**config.mk**
```make
export PLATFORM = sky130hd
export DESIGN_NAME = pwr_seq_engine
export DESIGN_NICKNAME = d
export VERILOG_FILES = /design/src/rtl/pwr_seq_pkg.sv /design/src/rtl/seq_host_regs.sv /design/src/rtl/seq_imem.sv /design/src/rtl/seq_trig.sv /design/src/rtl/seq_walker.sv /design/src/rtl/pwr_seq_engine.sv
export SDC_FILE = /design/constraint.sdc
export NUM_CORES = 2
export LEC_CHECK = 0
export BUFFER_PORTS_ARGS = -buffer_cell sky130_fd_sc_hd__buf_2
export CAP_MARGIN = 20
export CORE_UTILIZATION = 50
export DETAILED_ROUTE_END_ITERATION = 7
export PLACE_DENSITY = 0.74
export SYNTH_ARGS = -nofsm -noshare
export SYNTH_HDL_FRONTEND = slang
export SYNTH_SLANG_ARGS = --single-unit
```
**constraint.sdc**
```tcl
create_clock -name clk -period 7.49 [get_ports clk]
set_input_delay 0.749 -clock clk [delete_from_list [all_inputs] [get_ports clk]]
set_output_delay 0.749 -clock clk [all_outputs]
set_load 0.05 [all_outputs]
```
**src/rtl/pwr_seq_pkg.sv**
```systemverilog
package pwr_seq_pkg;
  localparam int SEL_W = 4;
  localparam logic [SEL_W-1:0] REG_KEY      = 4'd0;
  localparam logic [SEL_W-1:0] REG_MADDR    = 4'd1;
  localparam logic [SEL_W-1:0] REG_MDATA    = 4'd2;
  localparam logic [SEL_W-1:0] REG_PTR_BASE = 4'd3;
  localparam logic [SEL_W-1:0] REG_EV_BASE  = 4'd7;

  localparam int NKIND   = 4;
  localparam int NGROUP  = 3;
  localparam int NLANE   = 4;
  localparam int LANE_HI   = 0;
  localparam int LANE_LO   = 1;
  localparam int LANE_DLY  = 2;
  localparam int LANE_NEXT = 3;

  localparam int EV_OFF     = 0;
  localparam int EV_LEVEL   = 3;
  localparam int EV_WARM_EN = 4;

  typedef enum logic [1:0] {
    KIND_SLEEP  = 2'd0,
    KIND_WAKE3  = 2'd1,
    KIND_WAKE12 = 2'd2,
    KIND_WARM   = 2'd3
  } run_kind_t;

  typedef enum logic [1:0] {
    ST_IDLE = 2'd0,
    ST_EMIT = 2'd1,
    ST_WAIT = 2'd2
  } walk_state_t;
endpackage

```
**src/rtl/seq_host_regs.sv**
```systemverilog
module seq_host_regs
  import pwr_seq_pkg::*;
#(
  parameter int IDX_W = 6,
  parameter logic [7:0] KEY_A = 8'hC0,
  parameter logic [7:0] KEY_B = 8'h0C
) (
  input  logic                        clk,
  input  logic                        rst_n,
  input  logic                        wr_en,
  input  logic [SEL_W-1:0]            wr_sel,
  input  logic [7:0]                  wr_data,
  output logic                        mem_we,
  output logic [IDX_W+1:0]            mem_addr,
  output logic [7:0]                  mem_data,
  output logic [NKIND-1:0][IDX_W-1:0] ptrs,
  output logic                        warm_en,
  output logic                        lvl12,
  output logic                        lvl3,
  output logic                        off_pulse,
  output logic                        lock_err
);
  localparam int ADDR_W = IDX_W + 2;
  localparam logic [IDX_W-1:0] END_IDX = {IDX_W{1'b1}};

  logic unlocked_q, unlocked_n, stage_q, stage_n, err_q, err_n;
  logic [ADDR_W-1:0] maddr_q;
  logic key_wr, prot_wr, bad_wr, maddr_en;
  logic [NGROUP-1:0] ev_warm_q, ev_lvl_q;

  assign key_wr   = wr_en && (wr_sel == REG_KEY);
  assign prot_wr  = wr_en && (wr_sel != REG_KEY) && unlocked_q;
  assign bad_wr   = wr_en && (wr_sel != REG_KEY) && !unlocked_q;
  assign maddr_en = prot_wr && (wr_sel == REG_MADDR);

  always_comb begin
    unlocked_n = unlocked_q;
    stage_n    = stage_q;
    err_n      = err_q | bad_wr;
    if (key_wr) begin
      if (wr_data == 8'h00) begin
        unlocked_n = 1'b0;
        stage_n    = 1'b0;
      end else if (!stage_q && wr_data == KEY_A) begin
        stage_n = 1'b1;
      end else if (stage_q && wr_data == KEY_B) begin
        unlocked_n = 1'b1;
        stage_n    = 1'b0;
      end else begin
        stage_n = 1'b0;
      end
    end
  end

  always_ff @(posedge clk or negedge rst_n) begin
    if (!rst_n) begin
      unlocked_q <= 1'b0;
      stage_q    <= 1'b0;
      err_q      <= 1'b0;
    end else begin
      unlocked_q <= unlocked_n;
      stage_q    <= stage_n;
      err_q      <= err_n;
    end
  end

  always_ff @(posedge clk or negedge rst_n) begin
    if (!rst_n)        maddr_q <= '0;
    else if (maddr_en) maddr_q <= wr_data[ADDR_W-1:0];
  end

  for (genvar k = 0; k < NKIND; k++) begin : g_ptr
    logic en;
    assign en = prot_wr && (wr_sel == REG_PTR_BASE + SEL_W'(k));
    always_ff @(posedge clk or negedge rst_n) begin
      if (!rst_n)  ptrs[k] <= END_IDX;
      else if (en) ptrs[k] <= wr_data[IDX_W-1:0];
    end
  end

  for (genvar g = 0; g < NGROUP; g++) begin : g_ev
    logic en;
    assign en = prot_wr && (wr_sel == REG_EV_BASE + SEL_W'(g));
    always_ff @(posedge clk or negedge rst_n) begin
      if (!rst_n) begin
        ev_warm_q[g] <= 1'b0;
        ev_lvl_q[g]  <= 1'b0;
      end else if (en) begin
        ev_warm_q[g] <= wr_data[EV_WARM_EN];
        ev_lvl_q[g]  <= wr_data[EV_LEVEL];
      end
    end
  end

  assign mem_we    = prot_wr && (wr_sel == REG_MDATA);
  assign mem_addr  = maddr_q;
  assign mem_data  = wr_data;
  assign warm_en   = |ev_warm_q;
  assign lvl12     = ev_lvl_q[0];
  assign lvl3      = ev_lvl_q[2];
  assign off_pulse = prot_wr && (wr_sel == REG_EV_BASE) && wr_data[EV_OFF];
  assign lock_err  = err_q;
endmodule

```
**src/rtl/seq_imem.sv**
```systemverilog
module seq_imem
  import pwr_seq_pkg::*;
#(
  parameter int IDX_W = 6
) (
  input  logic                  clk,
  input  logic                  wr_en,
  input  logic [IDX_W+1:0]      wr_addr,
  input  logic [7:0]            wr_data,
  input  logic [IDX_W-1:0]      rd_row,
  output logic [NLANE-1:0][7:0] rd_bytes
);
  localparam int ROWS   = 1 << IDX_W;
  localparam int LANE_W = $clog2(NLANE);

  for (genvar l = 0; l < NLANE; l++) begin : g_lane
    logic [7:0] bank [ROWS];
    logic       we;
    assign we = wr_en && (wr_addr[LANE_W-1:0] == LANE_W'(l));
    always_ff @(posedge clk) begin
      if (we) bank[wr_addr[IDX_W+1:LANE_W]] <= wr_data;
    end
    assign rd_bytes[l] = bank[rd_row];
  end
endmodule

```
**src/rtl/seq_trig.sv**
```systemverilog
module seq_trig
  import pwr_seq_pkg::*;
(
  input  logic             clk,
  input  logic             rst_n,
  input  logic [NKIND-1:0] req_in,
  input  logic [NKIND-1:0] lvl_mode,
  input  logic [NKIND-1:0] gate,
  input  logic             off_pulse,
  input  logic             take,
  output logic             req_any,
  output run_kind_t        req_kind
);
  logic [NKIND-1:0] prev_q, pend_q, pend_n, eff, set, clr;

  always_comb begin
    set = req_in & ~prev_q & gate & ~lvl_mode;
    set[KIND_SLEEP] = set[KIND_SLEEP] | off_pulse;
    eff = pend_q | (req_in & lvl_mode);
    req_kind = KIND_SLEEP;
    for (int k = 0; k < NKIND; k++) begin
      if (eff[k]) req_kind = run_kind_t'(2'(k));
    end
    clr    = take ? (NKIND'(1) << req_kind) : '0;
    pend_n = (pend_q & ~clr) | set;
  end

  assign req_any = |eff;

  always_ff @(posedge clk or negedge rst_n) begin
    if (!rst_n) begin
      prev_q <= '0;
      pend_q <= '0;
    end else begin
      prev_q <= req_in;
      pend_q <= pend_n;
    end
  end
endmodule

```
**src/rtl/seq_walker.sv**
```systemverilog
module seq_walker
  import pwr_seq_pkg::*;
#(
  parameter int IDX_W = 6
) (
  input  logic                        clk,
  input  logic                        rst_n,
  input  logic                        tick_en,
  input  logic                        req_any,
  input  run_kind_t                   req_kind,
  input  logic [NKIND-1:0][IDX_W-1:0] ptrs,
  input  logic [NLANE-1:0][7:0]       rd_bytes,
  output logic                        take,
  output logic [IDX_W-1:0]            rd_row,
  output logic                        msg_valid,
  output logic [15:0]                 msg_data,
  output logic                        busy
);
  localparam logic [IDX_W-1:0] END_IDX  = {IDX_W{1'b1}};
  localparam logic [7:0]       END_BYTE = 8'(END_IDX);

  walk_state_t      state_q, state_n;
  logic [IDX_W-1:0] idx_q, idx_n, nxt_q, nxt_n;
  logic [7:0]       cnt_q, cnt_n;

  always_comb begin
    state_n = state_q;
    idx_n   = idx_q;
    nxt_n   = nxt_q;
    cnt_n   = cnt_q;
    take    = 1'b0;
    unique case (state_q)
      ST_IDLE: begin
        if (req_any) begin
          take = 1'b1;
          if (ptrs[req_kind] != END_IDX) begin
            idx_n   = ptrs[req_kind];
            state_n = ST_EMIT;
          end
        end
      end
      ST_EMIT: begin
        cnt_n   = rd_bytes[LANE_DLY];
        nxt_n   = (rd_bytes[LANE_NEXT] >= END_BYTE) ? END_IDX
                                                    : rd_bytes[LANE_NEXT][IDX_W-1:0];
        state_n = ST_WAIT;
      end
      ST_WAIT: begin
        if (cnt_q == 8'd0) begin
          if (nxt_q == END_IDX) begin
            state_n = ST_IDLE;
          end else begin
            idx_n   = nxt_q;
            state_n = ST_EMIT;
          end
        end else if (tick_en) begin
          cnt_n = cnt_q - 8'd1;
        end
      end
      default: state_n = ST_IDLE;
    endcase
  end

  always_ff @(posedge clk or negedge rst_n) begin
    if (!rst_n) begin
      state_q <= ST_IDLE;
      idx_q   <= '0;
      nxt_q   <= END_IDX;
      cnt_q   <= '0;
    end else begin
      state_q <= state_n;
      idx_q   <= idx_n;
      nxt_q   <= nxt_n;
      cnt_q   <= cnt_n;
    end
  end

  assign rd_row    = idx_q;
  assign msg_valid = (state_q == ST_EMIT);
  assign msg_data  = msg_valid ? {rd_bytes[LANE_HI], rd_bytes[LANE_LO]} : 16'h0000;
  assign busy      = (state_q != ST_IDLE);
endmodule

```
**src/rtl/pwr_seq_engine.sv**
```systemverilog
module pwr_seq_engine
  import pwr_seq_pkg::*;
#(
  parameter int IDX_W = 6,
  parameter logic [7:0] KEY_A = 8'hC0,
  parameter logic [7:0] KEY_B = 8'h0C
) (
  input  logic        clk,
  input  logic        rst_n,
  input  logic        tick_en,
  input  logic        sleep_req,
  input  logic        wake12_req,
  input  logic        wake3_req,
  input  logic        warm_req,
  input  logic        host_wr_en,
  input  logic [3:0]  host_sel,
  input  logic [7:0]  host_wdata,
  output logic        msg_valid,
  output logic [15:0] msg_data,
  output logic        busy,
  output logic        lock_err
);
  logic [1:0] rst_sync_q;
  logic       rst_core_n;

  always_ff @(posedge clk or negedge rst_n) begin
    if (!rst_n) rst_sync_q <= 2'b00;
    else        rst_sync_q <= {rst_sync_q[0], 1'b1};
  end
  assign rst_core_n = rst_sync_q[1];

  logic                        mem_we, warm_en, lvl12, lvl3, off_pulse, take, req_any;
  logic [IDX_W+1:0]            mem_addr;
  logic [7:0]                  mem_data;
  logic [NKIND-1:0][IDX_W-1:0] ptrs;
  logic [IDX_W-1:0]            rd_row;
  logic [NLANE-1:0][7:0]       rd_bytes;
  logic [NKIND-1:0]            req_in, lvl_mode, gate;
  run_kind_t                   req_kind;

  always_comb begin
    req_in   = '0;
    lvl_mode = '0;
    gate     = '1;
    req_in[KIND_SLEEP]    = sleep_req;
    req_in[KIND_WAKE3]    = wake3_req;
    req_in[KIND_WAKE12]   = wake12_req;
    req_in[KIND_WARM]     = warm_req;
    lvl_mode[KIND_WAKE3]  = lvl3;
    lvl_mode[KIND_WAKE12] = lvl12;
    gate[KIND_WARM]       = warm_en;
  end

  seq_host_regs #(.IDX_W(IDX_W), .KEY_A(KEY_A), .KEY_B(KEY_B)) u_regs (
    .clk(clk), .rst_n(rst_core_n), .wr_en(host_wr_en), .wr_sel(host_sel),
    .wr_data(host_wdata), .mem_we(mem_we), .mem_addr(mem_addr),
    .mem_data(mem_data), .ptrs(ptrs), .warm_en(warm_en), .lvl12(lvl12),
    .lvl3(lvl3), .off_pulse(off_pulse), .lock_err(lock_err)
  );

  seq_imem #(.IDX_W(IDX_W)) u_imem (
    .clk(clk), .wr_en(mem_we), .wr_addr(mem_addr), .wr_data(mem_data),
    .rd_row(rd_row), .rd_bytes(rd_bytes)
  );

  seq_trig u_trig (
    .clk(clk), .rst_n(rst_core_n), .req_in(req_in), .lvl_mode(lvl_mode),
    .gate(gate), .off_pulse(off_pulse), .take(take), .req_any(req_any),
    .req_kind(req_kind)
  );

  seq_walker #(.IDX_W(IDX_W)) u_walk (
    .clk(clk), .rst_n(rst_core_n), .tick_en(tick_en), .req_any(req_any),
    .req_kind(req_kind), .ptrs(ptrs), .rd_bytes(rd_bytes), .take(take),
    .rd_row(rd_row), .msg_valid(msg_valid), .msg_data(msg_data), .busy(busy)
  );
endmodule

```
* Word-level counts from Yosys, hierarchy flattened *
Memories as Yosys holds them, arrays and structs flattened.
Index checks and enable logic that the tools add are counted.

operators by class
  $add $sub $neg = 1
  order comparisons = 2
  eq/ne operators = 25
  shift-type cells = 1
  mux-type cells = 36
  bitwise gates (word level) = 12
  reductions and logical operators = 38

operator list
  kind                                                                                  count
  6-bit 2-to-1 mux                                                                      6
  1-bit logical AND                                                                     20
  1-bit 2-to-1 mux                                                                      17
  4-bit bitwise AND                                                                     4
  4-bit by 3-bit == test with 1-bit output (second input constant)                      4
  8-bit zero test                                                                       2
  16-bit 2-to-1 mux                                                                     1
  8-bit 2-to-1 mux                                                                      2
  8-bit case mux with 2 select lines                                                    1
  6-bit binary-select mux with 2-bit select                                             1
  6-bit case mux with 2 select lines                                                    1
  2-bit 2-to-1 mux                                                                      5
  3-bit AND reduction                                                                   3
  4-bit by 2-bit == test with 1-bit output (second input constant)                      2
  4-bit == test (second input constant)                                                 2
  8-bit by 4-bit == test with 1-bit output (second input constant)                      1
  8-bit == test (second input constant)                                                 1
  8-bit by 6-bit greater-or-equal comparator with 1-bit output (second input constant)  1
  2-bit inequality test (second input constant)                                         4
  4-bit NOT                                                                             2
  4-bit bitwise OR                                                                      2
  2-bit nonzero test                                                                    4
  8-bit by 1-bit subtractor with 8-bit output (second input constant)                   1
  2-bit == test (second input constant)                                                 3
  other kinds (19)                                                                      25

storage, ports and cells
  register bits = 72
  memory bits (writable) = 2,048
  input bits = 20
  output and inout bits = 19
  memories = 4

memory list
  name                   words  bits a word  read ports  clocked after memory_dff  wr ports  line            source
  u_imem.g_lane[0].bank  64     8            1           0                         1         seq_imem.sv:17  logic [7:0] bank [ROWS];
  u_imem.g_lane[1].bank  64     8            1           0                         1         seq_imem.sv:17
  u_imem.g_lane[2].bank  64     8            1           0                         1         seq_imem.sv:17
  u_imem.g_lane[3].bank  64     8            1           0                         1         seq_imem.sv:17

* Longest topological paths before layout *
  depth after elaboration = 11
  depth in mapped cells = 10
  mapped depth without buffers = 8

* By module *
Synthesis repeated with hierarchy kept, for this count alone.

second synthesis, totals
  cells, all modules = 3,936
  area total of the unflattened synthesis = 82,690.6 µm²

by module, submodules not included
  module          times used  cells an instance  area each (µm²)  sequential area each (µm²)
  seq_imem        1           3,621              79,000.8         61,499.0
  seq_host_regs   1           120                1,766.7          1,031.0
  seq_walker      1           163                1,511.4          558.0
  seq_trig        1           28                 354.1            200.2
  pwr_seq_engine  1           4                  57.6             50.0

* Least setup slack after synthesis *
Ideal clock, no wire load.

  path kind = flip-flop to output port
  start point = register u_walk.state_q[1]
  end point = output msg_data[10]
  arrival time = 2.701 ns
  slack = 4.040 ns
  stages on the path, launching flop included = 8
  cells stage by stage = dfrtp_1 clkbuf_1 nand2b_1 clkbuf_1 inv_1 clkbuf_1 nand2_1 o22ai_1

between the ends
  longest elaborated chain between the ends = 2

ends and longest elaborated chain
  what                                      line                  source
  start, declared                           seq_walker.sv:22      walk_state_t state_q, state_n;
  start signal, assigned                    seq_walker.sv:71      state_q <= state_n;
  2-bit by 1-bit == test with 1-bit output  seq_walker.sv:79      assign msg_valid = (state_q == ST_EMIT);
  net msg_valid                             pwr_seq_engine.sv:18  output logic msg_valid,
  16-bit 2-to-1 mux                         seq_walker.sv:80      assign msg_data = msg_valid ? {rd_bytes[LANE_HI], rd_bytes[LANE_LO]} : 16'h0000;
  end, declared                             pwr_seq_engine.sv:19  output logic [15:0] msg_data,

The timed path passes the listed nets, and every way through them passes these cells.

* Worst setup path after layout *
  start point = register u_walk.idx_q[0], in the netlist u_walk.rd_row[0]
  end point = output msg_data[14]

between the ends
  longest elaborated chain between the ends = 2

ends and longest elaborated chain
  what                    line              source
  start, declared         seq_walker.sv:23  logic [IDX_W-1:0] idx_q, idx_n, nxt_q, nxt_n;
  start signal, assigned  seq_walker.sv:72  idx_q <= idx_n;
  memory read 64 x 8 bit  -
  16-bit 2-to-1 mux       seq_walker.sv:80

Every way passes these cells.

==> reports/summary.txt <==
Initial antenna violation count = 8
Synth async-reset ratio = 0.0340
Sw Ratio = 0.286
Min-delay worst type = in -> reg
Vias in the first global route = 39700
Synth Warn # = 0
Post-synth top flop = edfxtp_1
Finish-stage setup viols = 0
Detailed Routing Iterations Pass 1 = 8
CP max stage delay = 0.94 ns
Nets = 3924
Setup Buffers After CTS = 0
Gate power share = 0.247
Post-synthesis cell type count = 68
Failing checks = design-rule violations
Most frequent CP cell = mux4_2
Slew HR = 0.228
Worst path depth = 6
R2r setup slk = 2.93 ns
Mapped Avg Cell Area = 21.6 um^2
CP Capture Point = msg_data[14]
Peak VDD IR = 0.275 mV
Core region area = 163000 um^2
Final HPWL DP = 117000 um
CTS Buffer Depth = 3
CTS tree = built
Pin count of the biggest net entering global routing = 151
CP Launch Point = u_walk.rd_row[0]$_DFFE_PN0P_
Layout Skew = 0.0469 ns
Vias per cell = 6.48
Status = finished with violations
Worst Max-Slew Pin Slew = 1.16 ns
Net switching power figure = 8.89 mW
Seq cells post-synth = 2120
Crit start category = flip-flop
Total Routing Usage GR = 0.247
Final WL = 203000 um
Crit-path leading delay family = multiplexers
Post-Syn Nets = 3817
Io pins = 39
Worst setup margin = 2.13 ns
Worst R2R Start = u_walk.rd_row[1]$_DFFE_PN0P_
Worst path cell trace = buf_12, mux4_2, mux4_2, mux2i_1, o22ai_1, buf_2
Slowest cell on crit path = dfrtp_4
Crit end category = output port
Worst EP arrival = 4.61 ns
Initial cell density of the core = 0.504
Clk slew on worst S/H paths = 0.07 ns
Critical R2R Capture = u_walk.nxt_q[4]$_DFFE_PN1P_
Maximum fanout along the worst path = 76
CP Class = reg -> out
Final Wtd Congestion = 0.848
Via count = 40500
Pre-CTS WS = 3.00 ns
Final Hold Fails = 0
Tcrit/Tclk final = 0.716
CTS HTree Levels = 4
Number of synthesized flops with an enable pin = 2048
Clock sink count = 2120
Row count = 148
Die footprint = 166000 um^2
Skew-Pair Late Insertion Delay = 0.84 ns
P&R area growth vs syn = 11.4%
Reg power frac = 0.433
Max Freq = 186 MHz
Root buffer cell = clkbuf_16
Lkg Pwr = 28.0 nW
Pwr Density = 340 nW/um^2
Bufs and invs on worst path = 2
Int Pwr = 22.2 mW
CP Data Required Time = 6.74 ns
R2R depth = 7
Die Wd = 407 um
Period minus WS final = 5.36 ns
First-pass GRT wire length = 287000 um
Mapped Area = 82000 um^2
Clock power frac = 0.321
Routed Antenna Nets = 0
DRT iter0 DRCs = 5919
Die Span Y = 407 um
DR WL/cell = 32.4 um
Seq/Total Area, Yosys = 0.772
Mapped Cells = 3795
Share of post-route cells with drive strength above 1 = 0.255
GRT Residual Overflow = 0
RSZ-0062 raised after global routing = false
Final Max Slew Viols = 0
Setup TNS Final = 0 ns
PortBufs = 38
Commonest non-fill, non-tap cell in the layout = edfxtp_1
Residual DRC = 106
Most frequent cells in the layout = edfxtp_1, mux4_2, nor2_1
Num CTS Buffers = 195
Max-cap check violation count = 0
-- kinds of logic (layout without fill, tap and decap cells) --
family	count (synthesis)	in the layout	share of synthesized area
mux	661	661	0.167
simple gates	571	571	0.0299
other cells	1	11	0.0000457
fa+ha+maj	2	2	0.000305
xor+xnor	1	1	0.000107
flops	2120	2120	0.772
compound gates	223	223	0.0185
buf+inv	216	486	0.0117
-- power groups by stage --
stage / clock [mW] / sequential [mW] / combinational (mW)
2_1_floorplan: 0 / 13.4 / 5.51
3_3_place_gp: 0 / 13.7 / 7.53
3_5_place_dp: 0 / 13.7 / 7.61
4_1_cts: 10.0 / 13.4 / 7.65
5_1_grt: 10.5 / 13.5 / 8.01
6_report: 9.96 / 13.5 / 7.67
-- per-stage QoR --
| stage | util | cells | power (mW) | hold slack [ns] | cell area (um^2) |
|---|---|---|---|---|---|
| final | 0.561 | 6250 | 31.1 | 0.0421 | 91400 |
| after global routing | 0.561 | 6242 | 31.9 | 0.0229 | 91300 |
| after CTS | 0.560 | 6224 | 31.1 | 0.00306 | 91100 |
| after detailed placement | 0.521 | 5863 | 21.3 | 0.342 | 84700 |
| after global placement | 0.520 | 5851 | 21.2 | 0.343 | 84600 |
| after floorplan | - | 3795 | 18.9 | 0.331 | 82000 |
-- sequential cells by signal, summed over array words and instances (netlist names) --
name and flops:
u_imem.g_lane.bank 2048, u_regs.lvl3 1, rst_sync_q 2, u_regs.lock_err 1, u_walk.cnt_q 8, u_walk.state_q 2, u_regs.ev_warm_q 3, u_trig.pend_q 4
u_regs.stage_q 1, u_regs.mem_addr 8, u_regs.unlocked_q 1, u_walk.nxt_q 6, u_regs.ptrs 24, u_regs.lvl12 1, u_walk.rd_row 6, u_trig.prev_q 4
-- repair_timing --
item,in CTS,in global routing
hold buffers,1,0
endpoints found under the hold margin,2,0
gates resized for setup,0,0
endpoints found under the setup margin,0,0
-- how the worst min path moves through the flow --
stage,start,to,slack (ns),cells past startpoint
6_report,sleep_req,u_trig.prev_q[0]$_DFF_PN0_,0.04,1
2_1_floorplan,rst_sync_q[0]$_DFF_PN0_,rst_sync_q[1]$_DFF_PN0_,0.33,0
3_5_place_dp,rst_sync_q[0]$_DFF_PN0_,rst_sync_q[1]$_DFF_PN0_,0.34,0
5_1_grt,sleep_req,u_trig.prev_q[0]$_DFF_PN0_,0.02,1
4_1_cts,sleep_req,u_trig.prev_q[0]$_DFF_PN0_,0.003,1
3_3_place_gp,rst_sync_q[0]$_DFF_PN0_,rst_sync_q[1]$_DFF_PN0_,0.34,0
-- Yosys cell counts, types with 36 or more instances --
master	count	area share
a21oi_1	49	0.0030
a22oi_1	49	0.0045
buf_2	67	0.0041
clkbuf_1	95	0.0043
dfrtp_1	42	0.013
edfxtp_1	2048	0.75
mux2_2	45	0.0062
mux2i_1	54	0.0066
mux4_2	562	0.15
nand2_1	105	0.0048
nor2_1	336	0.015
nor3_1	36	0.0022
o22ai_1	39	0.0030
-- layout make-up --
| cell class | count | area, um^2 |
|---|---|---|
| antenna | 10 | 25.0 |
| clock buffer | 247 | 5230 |
| fill | 11500 | 71400 |
| clock inverter | 113 | 1130 |
| sequential | 2120 | 63400 |
| timing repair buffer | 116 | 1130 |
| tap | 2175 | 2720 |
| multi-input combinational | 1459 | 17700 |
| inverter | 10 | 40.0 |
-- metal layers --
layer  vias up  part of all wire  global-route usage  wire, um
li1      16100                 -                   -         -
met3       427              0.12              0.0709     23500
met1     21300              0.37               0.336     75200
met5         -            0.0011             0.00743       227
met2      2683              0.47               0.377     95400
met4        11             0.041               0.102      8380
Power figures use the tool's default switching activity.
